<file path="config.mk">
export PLATFORM = sky130hd
export DESIGN_NAME = i2c_addr_match
export DESIGN_NICKNAME = d
export VERILOG_FILES = /design/src/rtl/i2c_am_pkg.sv /design/src/rtl/am_cmp.sv /design/src/rtl/am_prio.sv /design/src/rtl/am_seq.sv /design/src/rtl/i2c_addr_match.sv
export SDC_FILE = /design/constraint.sdc
export NUM_CORES = 1
export LEC_CHECK = 0
export ABC_AREA = 0
export BUFFER_PORTS_ARGS = -buffer_cell sky130_fd_sc_hd__clkbuf_2
export CAP_MARGIN = 25
export CORE_MARGIN = 8
export CORE_UTILIZATION = 40
export CTS_BUF_LIST = sky130_fd_sc_hd__clkbuf_8
export DETAILED_ROUTE_END_ITERATION = 7
export GPL_TIMING_DRIVEN = 0
export HOLD_SLACK_MARGIN = 0.02
export PLACE_DENSITY = 0.7
export RECOVER_POWER = 50
export SYNTH_ARGS = -nofsm -noshare
export SYNTH_HDL_FRONTEND = slang
export SYNTH_SLANG_ARGS = --single-unit
</file>
<file path="constraint.sdc">
create_clock -name clk -period 1.7 [get_ports clk]
set_clock_uncertainty 0.1 [all_clocks]
set_input_delay 0.085 -clock clk [delete_from_list [all_inputs] [get_ports clk]]
set_output_delay 0.085 -clock clk [all_outputs]
set_load 0.02 [all_outputs]
</file>
<file path="src/rtl/i2c_am_pkg.sv">
// Package: shared constants and the sequencing state type of the address matcher.
package i2c_am_pkg;
    localparam int ADDR_W = 10;
    localparam int BYTE_W = 8;
    localparam logic [4:0] TEN_PREFIX = 5'b11110;
    localparam logic [BYTE_W-1:0] GCALL_BYTE = 8'h00;

    typedef enum logic [1:0] {
        AM_FIRST  = 2'd0,
        AM_SECOND = 2'd1,
        AM_DONE   = 2'd2
    } am_state_e;
endpackage

</file>
<file path="src/rtl/am_cmp.sv">
// Module: am_cmp
// Compares one received byte with every slave address entry in parallel.
// The 7-bit hit, the 10-bit first-byte hit and the 10-bit second-byte hit are
// produced side by side. Assumes entries are ADDR_W bits, packed lowest index first.
module am_cmp
    import i2c_am_pkg::*;
#(
    parameter int NUM_SAR = 3
) (
    input  logic [NUM_SAR*ADDR_W-1:0] sar_i,
    input  logic [BYTE_W-1:0]         byte_i,
    output logic [NUM_SAR-1:0]        hit7_o,
    output logic [NUM_SAR-1:0]        hit10hi_o,
    output logic [NUM_SAR-1:0]        hit10lo_o
);
    for (genvar g = 0; g < NUM_SAR; g++) begin : g_entry
        logic [ADDR_W-1:0] entry;
        // Slice out entry g.
        assign entry        = sar_i[g*ADDR_W +: ADDR_W];
        // 7-bit: byte bits 7..1 against the entry's upper 7 bits.
        assign hit7_o[g]    = (byte_i[7:1] == entry[9:3]);
        // 10-bit first byte: prefix and the entry's two top bits.
        assign hit10hi_o[g] = (byte_i[7:3] == TEN_PREFIX) && (byte_i[2:1] == entry[9:8]);
        // 10-bit second byte: the entry's low eight bits.
        assign hit10lo_o[g] = (byte_i == entry[7:0]);
    end
endmodule

</file>
<file path="src/rtl/am_prio.sv">
// Module: am_prio
// Lowest-index-first priority encoder over a candidate mask.
// Assumes IDX_W can hold NUM_SAR-1.
module am_prio #(
    parameter int NUM_SAR = 3,
    parameter int IDX_W   = 2
) (
    input  logic [NUM_SAR-1:0] mask_i,
    output logic               any_o,
    output logic [IDX_W-1:0]   idx_o
);
    // Scan from the top so that the lowest set bit is written last.
    always_comb begin
        any_o = |mask_i;
        idx_o = '0;
        for (int i = NUM_SAR - 1; i >= 0; i--) begin
            if (mask_i[i]) idx_o = IDX_W'(i);
        end
    end
endmodule

</file>
<file path="src/rtl/am_seq.sv">
// Module: am_seq
// Address-phase sequencer. It tracks first byte, pending second byte and decided,
// and holds the match, index and general-call flags. Assumes start_i and
// byte_valid_i are single-cycle strobes. START takes priority over a byte.
module am_seq
    import i2c_am_pkg::*;
#(
    parameter int NUM_SAR = 3,
    parameter int IDX_W   = 2
) (
    input  logic               clk,
    input  logic               rst_n,
    input  logic               start_i,
    input  logic               byte_valid_i,
    input  logic               free_fmt_i,
    input  logic               ten_bit_i,
    input  logic               gcall_byte_i,
    input  logic [NUM_SAR-1:0] hit7_i,
    input  logic [NUM_SAR-1:0] hit10hi_i,
    input  logic [NUM_SAR-1:0] hit10lo_i,
    output logic [NUM_SAR-1:0] cand_o,
    input  logic               cand_any_i,
    input  logic [IDX_W-1:0]   cand_idx_i,
    output logic               match_o,
    output logic [IDX_W-1:0]   idx_o,
    output logic               gcall_o
);
    am_state_e          state_q;
    logic [NUM_SAR-1:0] pend_q;

    // Pick the candidate set: stored prefix hits when waiting, else 7-bit hits.
    always_comb begin
        cand_o = (state_q == AM_SECOND) ? (pend_q & hit10lo_i) : hit7_i;
    end

    // Advance the address phase and update the flags.
    always_ff @(posedge clk) begin
        if (!rst_n) begin
            state_q <= AM_FIRST;
            pend_q  <= '0;
            match_o <= 1'b0;
            idx_o   <= '0;
            gcall_o <= 1'b0;
        end else if (start_i) begin
            state_q <= AM_FIRST;
            pend_q  <= '0;
            match_o <= 1'b0;
            idx_o   <= '0;
            gcall_o <= 1'b0;
        end else if (byte_valid_i && !free_fmt_i) begin
            case (state_q)
                AM_FIRST: begin
                    state_q <= AM_DONE;
                    if (gcall_byte_i) begin
                        gcall_o <= 1'b1;
                    end else if (!ten_bit_i) begin
                        if (cand_any_i) begin
                            match_o <= 1'b1;
                            idx_o   <= cand_idx_i;
                        end
                    end else if (|hit10hi_i) begin
                        state_q <= AM_SECOND;
                        pend_q  <= hit10hi_i;
                    end
                end
                AM_SECOND: begin
                    state_q <= AM_DONE;
                    pend_q  <= '0;
                    if (cand_any_i) begin
                        match_o <= 1'b1;
                        idx_o   <= cand_idx_i;
                    end
                end
                default: ;
            endcase
        end
    end
endmodule

</file>
<file path="src/rtl/i2c_addr_match.sv">
// Module: i2c_addr_match (top)
// Matches received I2C address bytes against NUM_SAR slave address entries.
// It supports 7-bit and 10-bit addressing, general call and a free data format.
// Assumes bytes arrive already assembled with a one-cycle valid strobe.
module i2c_addr_match
    import i2c_am_pkg::*;
#(
    parameter int NUM_SAR = 3,
    parameter int IDX_W   = (NUM_SAR > 1) ? $clog2(NUM_SAR) : 1
) (
    input  logic                      clk,
    input  logic                      rst_n,
    input  logic                      start_i,
    input  logic                      byte_valid_i,
    input  logic [BYTE_W-1:0]         byte_i,
    input  logic                      free_fmt_i,
    input  logic                      ten_bit_i,
    input  logic [NUM_SAR*ADDR_W-1:0] sar_i,
    output logic                      match_o,
    output logic [IDX_W-1:0]          match_idx_o,
    output logic                      gcall_o,
    output logic                      proceed_o
);
    logic [NUM_SAR-1:0] hit7, hit10hi, hit10lo, cand;
    logic               cand_any;
    logic [IDX_W-1:0]   cand_idx;
    logic               gcall_byte;

    // Detect the general-call byte value.
    assign gcall_byte = (byte_i == GCALL_BYTE);

    am_cmp #(.NUM_SAR(NUM_SAR)) u_cmp (
        .sar_i     (sar_i),
        .byte_i    (byte_i),
        .hit7_o    (hit7),
        .hit10hi_o (hit10hi),
        .hit10lo_o (hit10lo)
    );

    am_prio #(.NUM_SAR(NUM_SAR), .IDX_W(IDX_W)) u_prio (
        .mask_i (cand),
        .any_o  (cand_any),
        .idx_o  (cand_idx)
    );

    am_seq #(.NUM_SAR(NUM_SAR), .IDX_W(IDX_W)) u_seq (
        .clk          (clk),
        .rst_n        (rst_n),
        .start_i      (start_i),
        .byte_valid_i (byte_valid_i),
        .free_fmt_i   (free_fmt_i),
        .ten_bit_i    (ten_bit_i),
        .gcall_byte_i (gcall_byte),
        .hit7_i       (hit7),
        .hit10hi_i    (hit10hi),
        .hit10lo_i    (hit10lo),
        .cand_o       (cand),
        .cand_any_i   (cand_any),
        .cand_idx_i   (cand_idx),
        .match_o      (match_o),
        .idx_o        (match_idx_o),
        .gcall_o      (gcall_o)
    );

    // Transfer may proceed in free format or once the address phase succeeded.
    assign proceed_o = free_fmt_i | match_o | gcall_o;
endmodule

</file>
==> metrics.cfg, run 1 <==
[power]
power_w = 0.000720
p_switching_w = 0.000223
seqPwrFrac_pct = 29.6
p_int_w = 0.000497
switching_share_pct = 31.0
clkPwrFrac_pct = 33.7
power.leakage_nw = 0.554
ir_drop_uv = 483
power_frac_comb_pct = 36.7
powerDensity_nw_per_um2 = 498

[logic_synthesis]
synthCells = 137
yosysUniqueCellTypes = 27
syn_avg_cell_area_um2 = 7.96
synth_nets = 181
ys_ff_latch = 9
seq_area_frac_synth_pct = 16.5
synth_top_cell_area_share_pct = 20.9
syn_area_um2 = 1090
synthTopCellsByArea = xnor2_1 21%, xor2_1 20%, dfxtp_1 17%
synth.largest_area_cell = xnor2_1
yosysWarnings = 0

[cells_and_area]
antenna_cells = 0
final_common_cell = clkbuf_2
fin_nets = 229
drive_gt1_share_pct = 32.1
final_cell_mix = 36 x clkbuf_2, 26 x xnor2_1, 25 x xor2_1, 10 x nor2_1, 9 x nand2_1
fin_cells = 215
n_fill_cell = 260
syn_to_final_growth_pct = 32.5

[worst_setup_path]
worst-path-buf-inv = 1
path_cells = and2b_4 -> nor4_4 -> buf_4 -> nor2_1 -> a41oi_1 -> o21a_1
critical_path_required_ns = 1.73
cpLargestDelayFamily = simple AND/OR/NAND/NOR gates
crit_type = reg2reg
start_kind = flip-flop
cp_max_fo = 7
max_stage_delay_ns = 0.34
crit_slowest_cell = dfxtp_4
cp-end-kind = flip-flop
arrival_ns = 1.67

[sta]
fin_crit_ns = 1.64
tns_ns = 0
setup_slack_ns = 0.0625
hold_viol = 0
slew_viol_final = 0
setup_violations = 0
period_share_pct = 96.3
rsz0062_at_grt = no
tightestPinTransition_ns = 0.512
max_slew_margin_pct = 65.5
max_freq_mhz = 611

[floorplanning]
die_h_um = 68.2
start_util_pct = 41.0
die-area_um2 = 4650
die_x_um = 68.2
core_um2 = 2660
rows = 19
ios = 49

[clock_network]
h-tree-depth = 1
clk_pin_slew_ns = 0.04
clkSinkCount = 9
clockBufferDepth = 2
clk_latency_ns = 0.23
cts_buffers = 3
hold_buffers = 0
cts_root_buf = clkbuf_8
cts_tree = yes

[detailed_routing]
drtIter0Drc = 32
wirelength_um = 3190
via_count = 1130
viasPerCell = 5.26
firstDrtPassIters = 4
wl_per_cell_um = 14.8
drt.antenna.violating_nets = 0
drc = 0

[min_path]
hp-class = in2reg

[run]
max_cap_viol_count = 0

[outcome]
status = finished, final reports clean

[placed_design]
dp.cells = 209
portBuffers = 41
routabilityCongestion = 0.833
post-dp-hpwl_um = 2590
dp_slack_ns = -0.0777

[global_routing]
grt_start_max_net_pins = 11
track_usage_pct = 13.8
grt_antenna_before_repair = 0
grt_overflow_total = 0
grt_pass1_wl_um = 5020
grt_pass1_vias = 1181

metal layers:
metal	routed length [µm]	vias up	global-route usage, %	share of wire [%]
met5	0	-	0	0
met1	1380	504	15.8	43
met3	282	7	3.76	8.8
met4	68	0	8.44	2.1
li1	-	566	-	-
met2	1460	53	22.5	46
cell families after synthesis:
kind of cell,Yosys count,share of synthesized area [%]
XOR/XNOR,51,40.9
buffers and inverters,8,7.22
AO/OA/AOI/OAI,17,9.98
AND/OR/NAND/NOR,52,25.3
flip-flops,9,16.5
final cells by class:
type | count | area (µm²) | area share (%)
Sequential cell | 9 | 185 | 12.8
Timing Repair Buffer | 43 | 214 | 14.8
Multi-Input combinational cell | 120 | 883 | 61.1
Clock inverter | 1 | 3.75 | 0.260
Buffer | 7 | 75.1 | 5.19
Tap cell | 31 | 38.8 | 2.68
Clock buffer | 3 | 41.3 | 2.86
Inverter | 1 | 3.75 | 0.260
worst register-to-register path, stage by stage, from the launching register on:
cell and delay [ns]:
dfxtp_4 0.34, and2b_4 0.33, nor4_4 0.07, buf_4 0.13, nor2_1 0.22, a41oi_1 0.16, o21a_1 0.18
final timing paths:
kind                                       start         endpoint  depth (start not counted)  slack (ns)
worst max-delay path            u_seq.state_q[1]    u_seq.match_o                          6        0.06
worst min-delay path                     start_i    u_seq.match_o                          3        0.08
worst max register to register  u_seq.state_q[1]    u_seq.match_o                          6        0.06
worst min register to register   u_seq.pend_q[2]  u_seq.pend_q[2]                          2        0.37
registers in the layout, indices dropped and copies added, names as in the netlist:
signal / count
u_seq.match_o: 1
u_seq.idx_o: 2
u_seq.gcall_o: 1
u_seq.pend_q: 3
u_seq.state_q: 2
per-stage QoR:
stage | hold WS [ns] | utilization, % | area [µm²]
after floorplan | 0.176 | - | 1090
after global placement | 0.302 | 50.1 | 1340
after detailed placement | 0.310 | 50.1 | 1340
after CTS | 0.0675 | 52.7 | 1400
after global routing | 0.0955 | 54.3 | 1450
final | 0.0768 | 54.3 | 1450
Yosys cell counts:
library cell   n
xnor2_1       26
xor2_1        25
nor2_1        10
dfxtp_1        9
nand2_1        9
nor4_1         8
a21oi_1        6
buf_6          6
nand3_1        6
nand4_1        6
o21ai_0        4
nor3_1         3
a31oi_1        2
a41oi_1        2
nand2b_1       2
or3_1          2
and2_1         1
and2b_4        1
and3_1         1
buf_4          1
inv_1          1
nor2b_1        1
nor4_2         1
o21a_1         1
o311ai_1       1
o31ai_2        1
or2_2          1
power groups by stage:
stage	registers, W	clock network (W)	logic (W)
2_1_floorplan	0.000218	0	0.000163
3_3_place_gp	0.000218	0	0.000243
3_5_place_dp	0.000218	0	0.000251
4_1_cts	0.000214	0.000247	0.000257
5_1_grt	0.000212	0.000263	0.000288
6_report	0.000213	0.000243	0.000264
what timing repair did:
| item | 4_1_cts | 5_1_grt |
|---|---|---|
| buffers inserted | 0 | 2 |
| endpoints found under the setup margin | 1 | 3 |
| resized for setup | 4 | 7 |
| endpoints found under the hold margin | 0 | 0 |
| pin swaps | 0 | 4 |
Note: power is estimated with default switching activity, not from simulation.
==> inputs of run 2 (changes only) <==
- ABC_AREA: 0 -> 1
- PLACE_DENSITY: 0.7 -> 0.67
==> metrics.cfg, run 2 <==
[power]
power_frac_comb_pct = 38.8  ; +2.1 points
power_w = 0.000748  ; +3.9%
powerDensity_nw_per_um2 = 451  ; -9.4%
p_switching_w = 0.000247  ; +11%
switching_share_pct = 33.0  ; +2.1 points
seqPwrFrac_pct = 28.9  ; -0.7 points
power.leakage_nw = 0.831  ; +50%
ir_drop_uv = 231  ; -52%
clkPwrFrac_pct = 32.2  ; -1.5 points
p_int_w = 0.000501  ; +0.81%

[global_routing]
grt_start_max_net_pins = 11  ; unchanged
grt_pass1_vias = 1438  ; +22%
track_usage_pct = 13.8  ; -0.062 points
grt_antenna_before_repair = 0  ; unchanged
grt_pass1_wl_um = 6080  ; +21%
grt_overflow_total = 0  ; unchanged

[clock_network]
clkSinkCount = 9  ; unchanged
cts_root_buf = clkbuf_8
cts_buffers = 3  ; unchanged
clockBufferDepth = 2  ; unchanged
h-tree-depth = 1  ; unchanged
ctsResizeCount = 0  ; -4
hold_buffers = 0  ; unchanged
cts_tree = yes
postCtsSetupBuffers = 0  ; unchanged
clk_latency_ns = 0.23  ; about the same
clk_pin_slew_ns = 0.05  ; about the same

[run]
max_cap_viol_count = 0  ; unchanged

[worst_setup_path]
cpLargestDelayFamily = simple AND/OR/NAND/NOR gates
crit_type = reg2reg
reg2regPathDepth = 11  ; +5
arrival_ns = 1.56  ; -0.11 ns
cp-end-kind = flip-flop
max_stage_delay_ns = 0.45  ; +0.11 ns
start_kind = flip-flop
rr_endpoint = u_seq.match_o
crit_top_cell = nand2_2
reg2reg_from = u_seq.state_q[1]
critical_path_required_ns = 1.71  ; -0.02 ns
crit_slowest_cell = dfxtp_1
worst-path-buf-inv = 1  ; unchanged
r2r_setup_slack_ns = 0.16  ; +0.09 ns
path_cells = inv_2 -> nand2_2 -> nor2_1 -> nand3_1 -> nor2_1 -> nand2_1 -> nand2_1 -> nand2_2 -> nand2_2 -> nor3b_2 -> nor2_2
crit_start = u_seq.state_q[1]
cp_max_fo = 6  ; -1

[detailed_routing]
via_count = 1472  ; +30%
wl_per_cell_um = 11.2  ; -24%
drt.antenna.violating_nets = 0  ; unchanged
drtIter0Drc = 59  ; +84%
drc = 0  ; unchanged
firstDrtPassIters = 4  ; unchanged
viasPerCell = 4.52  ; -14%
wirelength_um = 3660  ; +15%

[floorplanning]
die-area_um2 = 5490  ; +18%
start_util_pct = 41.1  ; +0.13 points
die_h_um = 74.1  ; +8.6%
ios = 49  ; unchanged
core_um2 = 3280  ; +23%
rows = 21  ; +2
die_x_um = 74.1  ; +8.6%

[cells_and_area]
multi_input_area_um2 = 971  ; +9.9%
largest_reg_flops = 3  ; unchanged
utilization_pct = 50.5  ; -3.8 points
final_cell_mix = 78 x nand2_1, 37 x clkbuf_2, 27 x inv_1, 23 x nor2_1, 23 x xnor2_1
seqCellArea_um2 = 181  ; -2.0%
largest_register = u_seq.pend_q
syn_to_final_growth_pct = 22.8
antenna_cells = 0  ; unchanged
n_fill_cell = 376  ; +45%
final_common_cell = nand2_1
fin_nets = 325  ; +42%
fin_cells = 326  ; +52%
biggestRegsByFlops = u_seq.pend_q: 3 flops, u_seq.idx_o: 2 flops, u_seq.state_q: 2 flops
drive_gt1_share_pct = 25.4  ; -6.7 points

[logic_synthesis]
synth_nets = 278  ; +54%
synth.most_common_cell = nand2_1
yosysUniqueCellTypes = 28  ; +3.7%
yosysWarnings = 0  ; unchanged
synthTopCellsByArea = nand2_1 22%, xnor2_1 15%, dfxtp_1 13%
synth_ff_type = dfxtp_1
synth.largest_area_cell = nand2_1
syn_avg_cell_area_um2 = 5.77  ; -28%
synth_edf_count = 0  ; unchanged
seq_area_frac_synth_pct = 13.3  ; -3.2 points
synth_top_cell_area_share_pct = 21.7  ; +0.82 points
async_reset_ff_share_pct = 0  ; unchanged
syn_area_um2 = 1350  ; +24%
synthCells = 234  ; +71%
synthTopCellsByCount = 78 x nand2_1, 26 x inv_1, 23 x nor2_1, 23 x xnor2_1, 17 x nand3_1
ys_ff_latch = 9  ; unchanged

[placed_design]
post-dp-hpwl_um = 3010  ; +16%
portBuffers = 42  ; +2.4%
routabilityCongestion = 0.835  ; +0.25%
dp.cells = 322  ; +54%

[sta]
rsz0062_at_grt = no
hold_viol = 0  ; unchanged
tightestPinTransition_ns = 0.347  ; -0.165 ns
tns_ns = 0  ; unchanged
max_slew_margin_pct = 76.8  ; +11 points
max_freq_mhz = 648  ; +6.1%
fin_crit_ns = 1.54  ; -0.0948 ns
slew_viol_final = 0  ; unchanged
setup_violations = 0  ; unchanged
period_share_pct = 90.7  ; -5.6 points

[min_path]
worstHoldEndpoint = u_seq.state_q[0]
whs_path_depth = 4  ; +1
min-delay-start = start_i
hp-class = in2reg

[outcome]
status = finished, final reports clean

-- run 2: changes by cell type in the layout (fill, tap and decap cells not counted), moves of 3 or more --
cell | before | now
inv_1 | 2 | 27
inv_2 | 0 | 4
inv_4 | 0 | 3
nand2_1 | 9 | 78
nand2_2 | 0 | 7
nand3_1 | 6 | 17
nor2_1 | 10 | 23
nor4_1 | 5 | 0
xnor2_1 | 26 | 23
xor2_1 | 25 | 1
-- run 2: power by group through the flow --
stage / Clock, W / Sequential, W / Combinational, W
after global routing: 0.000256 / 0.000217 / 0.000325
after CTS: 0.000249 / 0.000216 / 0.000291
after detailed placement: 0 / 0.000220 / 0.000290
final: 0.000241 / 0.000216 / 0.000290
after floorplan: 0 / 0.000220 / 0.000196
after global placement: 0 / 0.000220 / 0.000289
-- run 2: per-layer routing --
metal	part of all wire [%]	track usage [%]
met5	0	0
met4	0.49	2.22
met1	49	17.9
met2	47	23.4
met3	3.5	2.16
-- run 2: layout make-up --
type,count,share of cell area [%]
Inverter,33,7.92
Clock inverter,1,0.226
Sequential cell,9,10.9
Buffer,7,4.08
Multi-Input combinational cell,185,58.6
Timing Repair Buffer,42,12.3
Clock buffer,3,2.49
Tap cell,46,3.47
-- run 2: cell families after synthesis --
logic type | after synthesis | synth area share, %
AND/OR/NAND/NOR | 149 | 51.4
buffers and inverters | 40 | 14.7
XOR/XNOR | 24 | 15.6
AO/OA/AOI/OAI | 12 | 4.91
flip-flops | 9 | 13.3
-- run 2: worst max-delay path by stage --
| stage | cells past startpoint | end | slack [ns] |
|---|---|---|---|
| 5_1_grt | 11 | u_seq.match_o | 0.01 |
| 3_3_place_gp | 11 | u_seq.match_o | 0.16 |
| 2_1_floorplan | 11 | u_seq.match_o | 0.35 |
| 3_5_place_dp | 11 | u_seq.match_o | 0.17 |
| 6_report | 11 | u_seq.match_o | 0.16 |
| 4_1_cts | 11 | u_seq.match_o | 0.14 |
-- run 2: stage by stage --
| step | setup slack, ns | hold slack (ns) | cell area, µm² |
|---|---|---|---|
| 2_1_floorplan | 0.347 | 0.161 | 1350 |
| 3_3_place_gp | 0.155 | 0.265 | 1620 |
| 3_5_place_dp | 0.165 | 0.269 | 1620 |
| 4_1_cts | 0.143 | 0.0256 | 1660 |
| 5_1_grt | 0.0103 | 0.0654 | 1660 |
| 6_report | 0.157 | 0.0358 | 1660 |
-- run 2: tightest hold or removal path, delay by kind of cell --
kind / cells / cell delay, ns
simple gates: 1 / 0.06
compound gates: 2 / 0.11
buf+inv: 1 / 0.08
==> inputs of run 3 (changes only) <==
- CORE_UTILIZATION: 40 -> 52
- PLACE_DENSITY: 0.67 -> 0.83
==> metrics.cfg, run 3 (synthesized netlist as in run 2, its figures left out) <==
[sta]
max_slew_margin_pct = 76.6  ; -0.17 points
max_freq_mhz = 659  ; +1.6%
setup_violations = 0  ; unchanged
rsz0062_at_grt = no
period_share_pct = 89.3  ; -1.4 points
tns_ns = 0  ; unchanged
hold_viol = 0  ; unchanged
fin_crit_ns = 1.52  ; -0.0244 ns
setup_slack_ns = 0.182  ; +0.0244 ns
tightestPinTransition_ns = 0.350  ; +0.00253 ns
slew_viol_final = 0  ; unchanged

[floorplanning]
rows = 18  ; -14%
die_x_um = 67.0  ; -9.6%
start_util_pct = 54.5  ; +13 points
core_um2 = 2480  ; -25%
ios = 49  ; unchanged
die-area_um2 = 4480  ; -18%
die_h_um = 67.0  ; -9.6%

[worst_setup_path]
critical_path_required_ns = 1.72  ; about the same
arrival_ns = 1.54  ; -0.02 ns
start_kind = flip-flop
crit_type = reg2reg
cp-end-kind = flip-flop
cp_max_fo = 6  ; unchanged

[cells_and_area]
largest_reg_flops = 3  ; unchanged
largest_register = u_seq.pend_q
fin_nets = 326  ; +0.31%
final_cell_mix = 78 x nand2_1, 37 x clkbuf_2, 27 x inv_1, 23 x nor2_1, 23 x xnor2_1
antenna_cells = 0  ; unchanged
syn_to_final_growth_pct = 22.1
biggestRegsByFlops = u_seq.pend_q: 3 flops, u_seq.idx_o: 2 flops, u_seq.state_q: 2 flops
drive_gt1_share_pct = 25.3  ; -0.090 points
final_common_cell = nand2_1

[detailed_routing]
wirelength_um = 3550  ; -2.9%
viasPerCell = 4.95  ; +9.6%
wl_per_cell_um = 11.4  ; +1.8%
firstDrtPassIters = 4  ; unchanged
drt.antenna.violating_nets = 0  ; unchanged
drtIter0Drc = 84  ; +42%
drc = 0  ; unchanged
via_count = 1539  ; +4.6%

[placed_design]
routabilityCongestion = 0.841  ; +0.71%
post-dp-hpwl_um = 2950  ; -1.9%
portBuffers = 42  ; unchanged
dp_slack_ns = 0.127  ; -0.0384 ns

[clock_network]
clk_latency_ns = 0.24  ; about the same
cts_buffers = 3  ; unchanged
clk_pin_slew_ns = 0.04  ; about the same
clockBufferDepth = 2  ; unchanged
clkSinkCount = 9  ; unchanged
h-tree-depth = 1  ; unchanged
cts_tree = yes
cts_root_buf = clkbuf_8

[global_routing]
grt_pass1_vias = 1391  ; -3.3%
track_usage_pct = 16.3  ; +2.5 points
grt_start_max_net_pins = 11  ; unchanged
grt_pass1_wl_um = 5820  ; -4.2%
grt_overflow_total = 0  ; unchanged
grt_antenna_before_repair = 0  ; unchanged

[outcome]
status = finished, final reports clean

[power]
powerDensity_nw_per_um2 = 459  ; +1.8%
power.leakage_nw = 0.835  ; +0.50%
ir_drop_uv = 607  ; +160%

[run]
max_cap_viol_count = 0  ; unchanged

[min_path]
hp-class = in2reg

run 3: changes by cell type in the layout (fill, tap and decap cells not counted):
cell | previous run | this run
dlygate4sd3_1 | 0 | 1
run 3: power breakdown:
group	switching (W)	internal, W
clock network	0.0000907	0.000158
registers	0.00000277	0.000214
logic	0.000160	0.000131
run 3: cell type report:
type,count,area (µm²)
Clock inverter,1,3.75
Inverter,33,131
Fill cell,243,830
Multi-Input combinational cell,185,971
Clock buffer,3,41.3
Sequential cell,9,181
Buffer,7,67.6
Tap cell,30,37.5
Timing Repair Buffer,43,214
run 3: routing by layer:
metal	up-vias	track usage [%]	wire [µm]
li1	822	-	-
met1	667	19.7	1610
met2	44	26.6	1610
met3	6	4.53	264
met4	0	6.01	68
met5	-	0	0
run 3: worst paths after layout:
check / startpoint / slack (ns) / cells after the start / endpoint
max reg2reg: u_seq.state_q[0] / 0.18 / 11 / u_seq.match_o
min reg2reg: u_seq.pend_q[2] / 0.36 / 2 / u_seq.pend_q[2]
max: u_seq.state_q[0] / 0.18 / 11 / u_seq.match_o
min: ten_bit_i / 0.05 / 3 / u_seq.state_q[0]
run 3: worst max-delay path: stages, from the launching register on:
cell,delay [ns]
dfxtp_1,0.40
nand2_2,0.14
nand2_1,0.08
inv_1,0.03
nand2_1,0.05
nor2_1,0.05
nand2_1,0.11
nand2_1,0.08
nand2_2,0.07
nand2_2,0.06
nor3b_2,0.18
nor2_2,0.05
run 3: metrics by stage:
| stage | util, % | total power [W] | area [µm²] | hold slack (ns) | instances |
|---|---|---|---|---|---|
| floorplan | - | 0.000416 | 1350 | 0.161 | 234 |
| global placement | 64.5 | 0.000505 | 1600 | 0.258 | 306 |
| detailed placement | 64.5 | 0.000508 | 1600 | 0.263 | 306 |
| CTS | 66.7 | 0.000764 | 1650 | 0.0506 | 311 |
| global route | 66.5 | 0.000812 | 1650 | 0.0819 | 311 |
| finish | 66.5 | 0.000757 | 1650 | 0.0516 | 311 |
run 3: repair_timing:
item | CTS | global route
hold buffers | 1 | 0
setup buffers | 0 | 0
gates resized for setup | 0 | 1
setup endpoints to repair | 0 | 1
hold endpoints to repair | 1 | 0
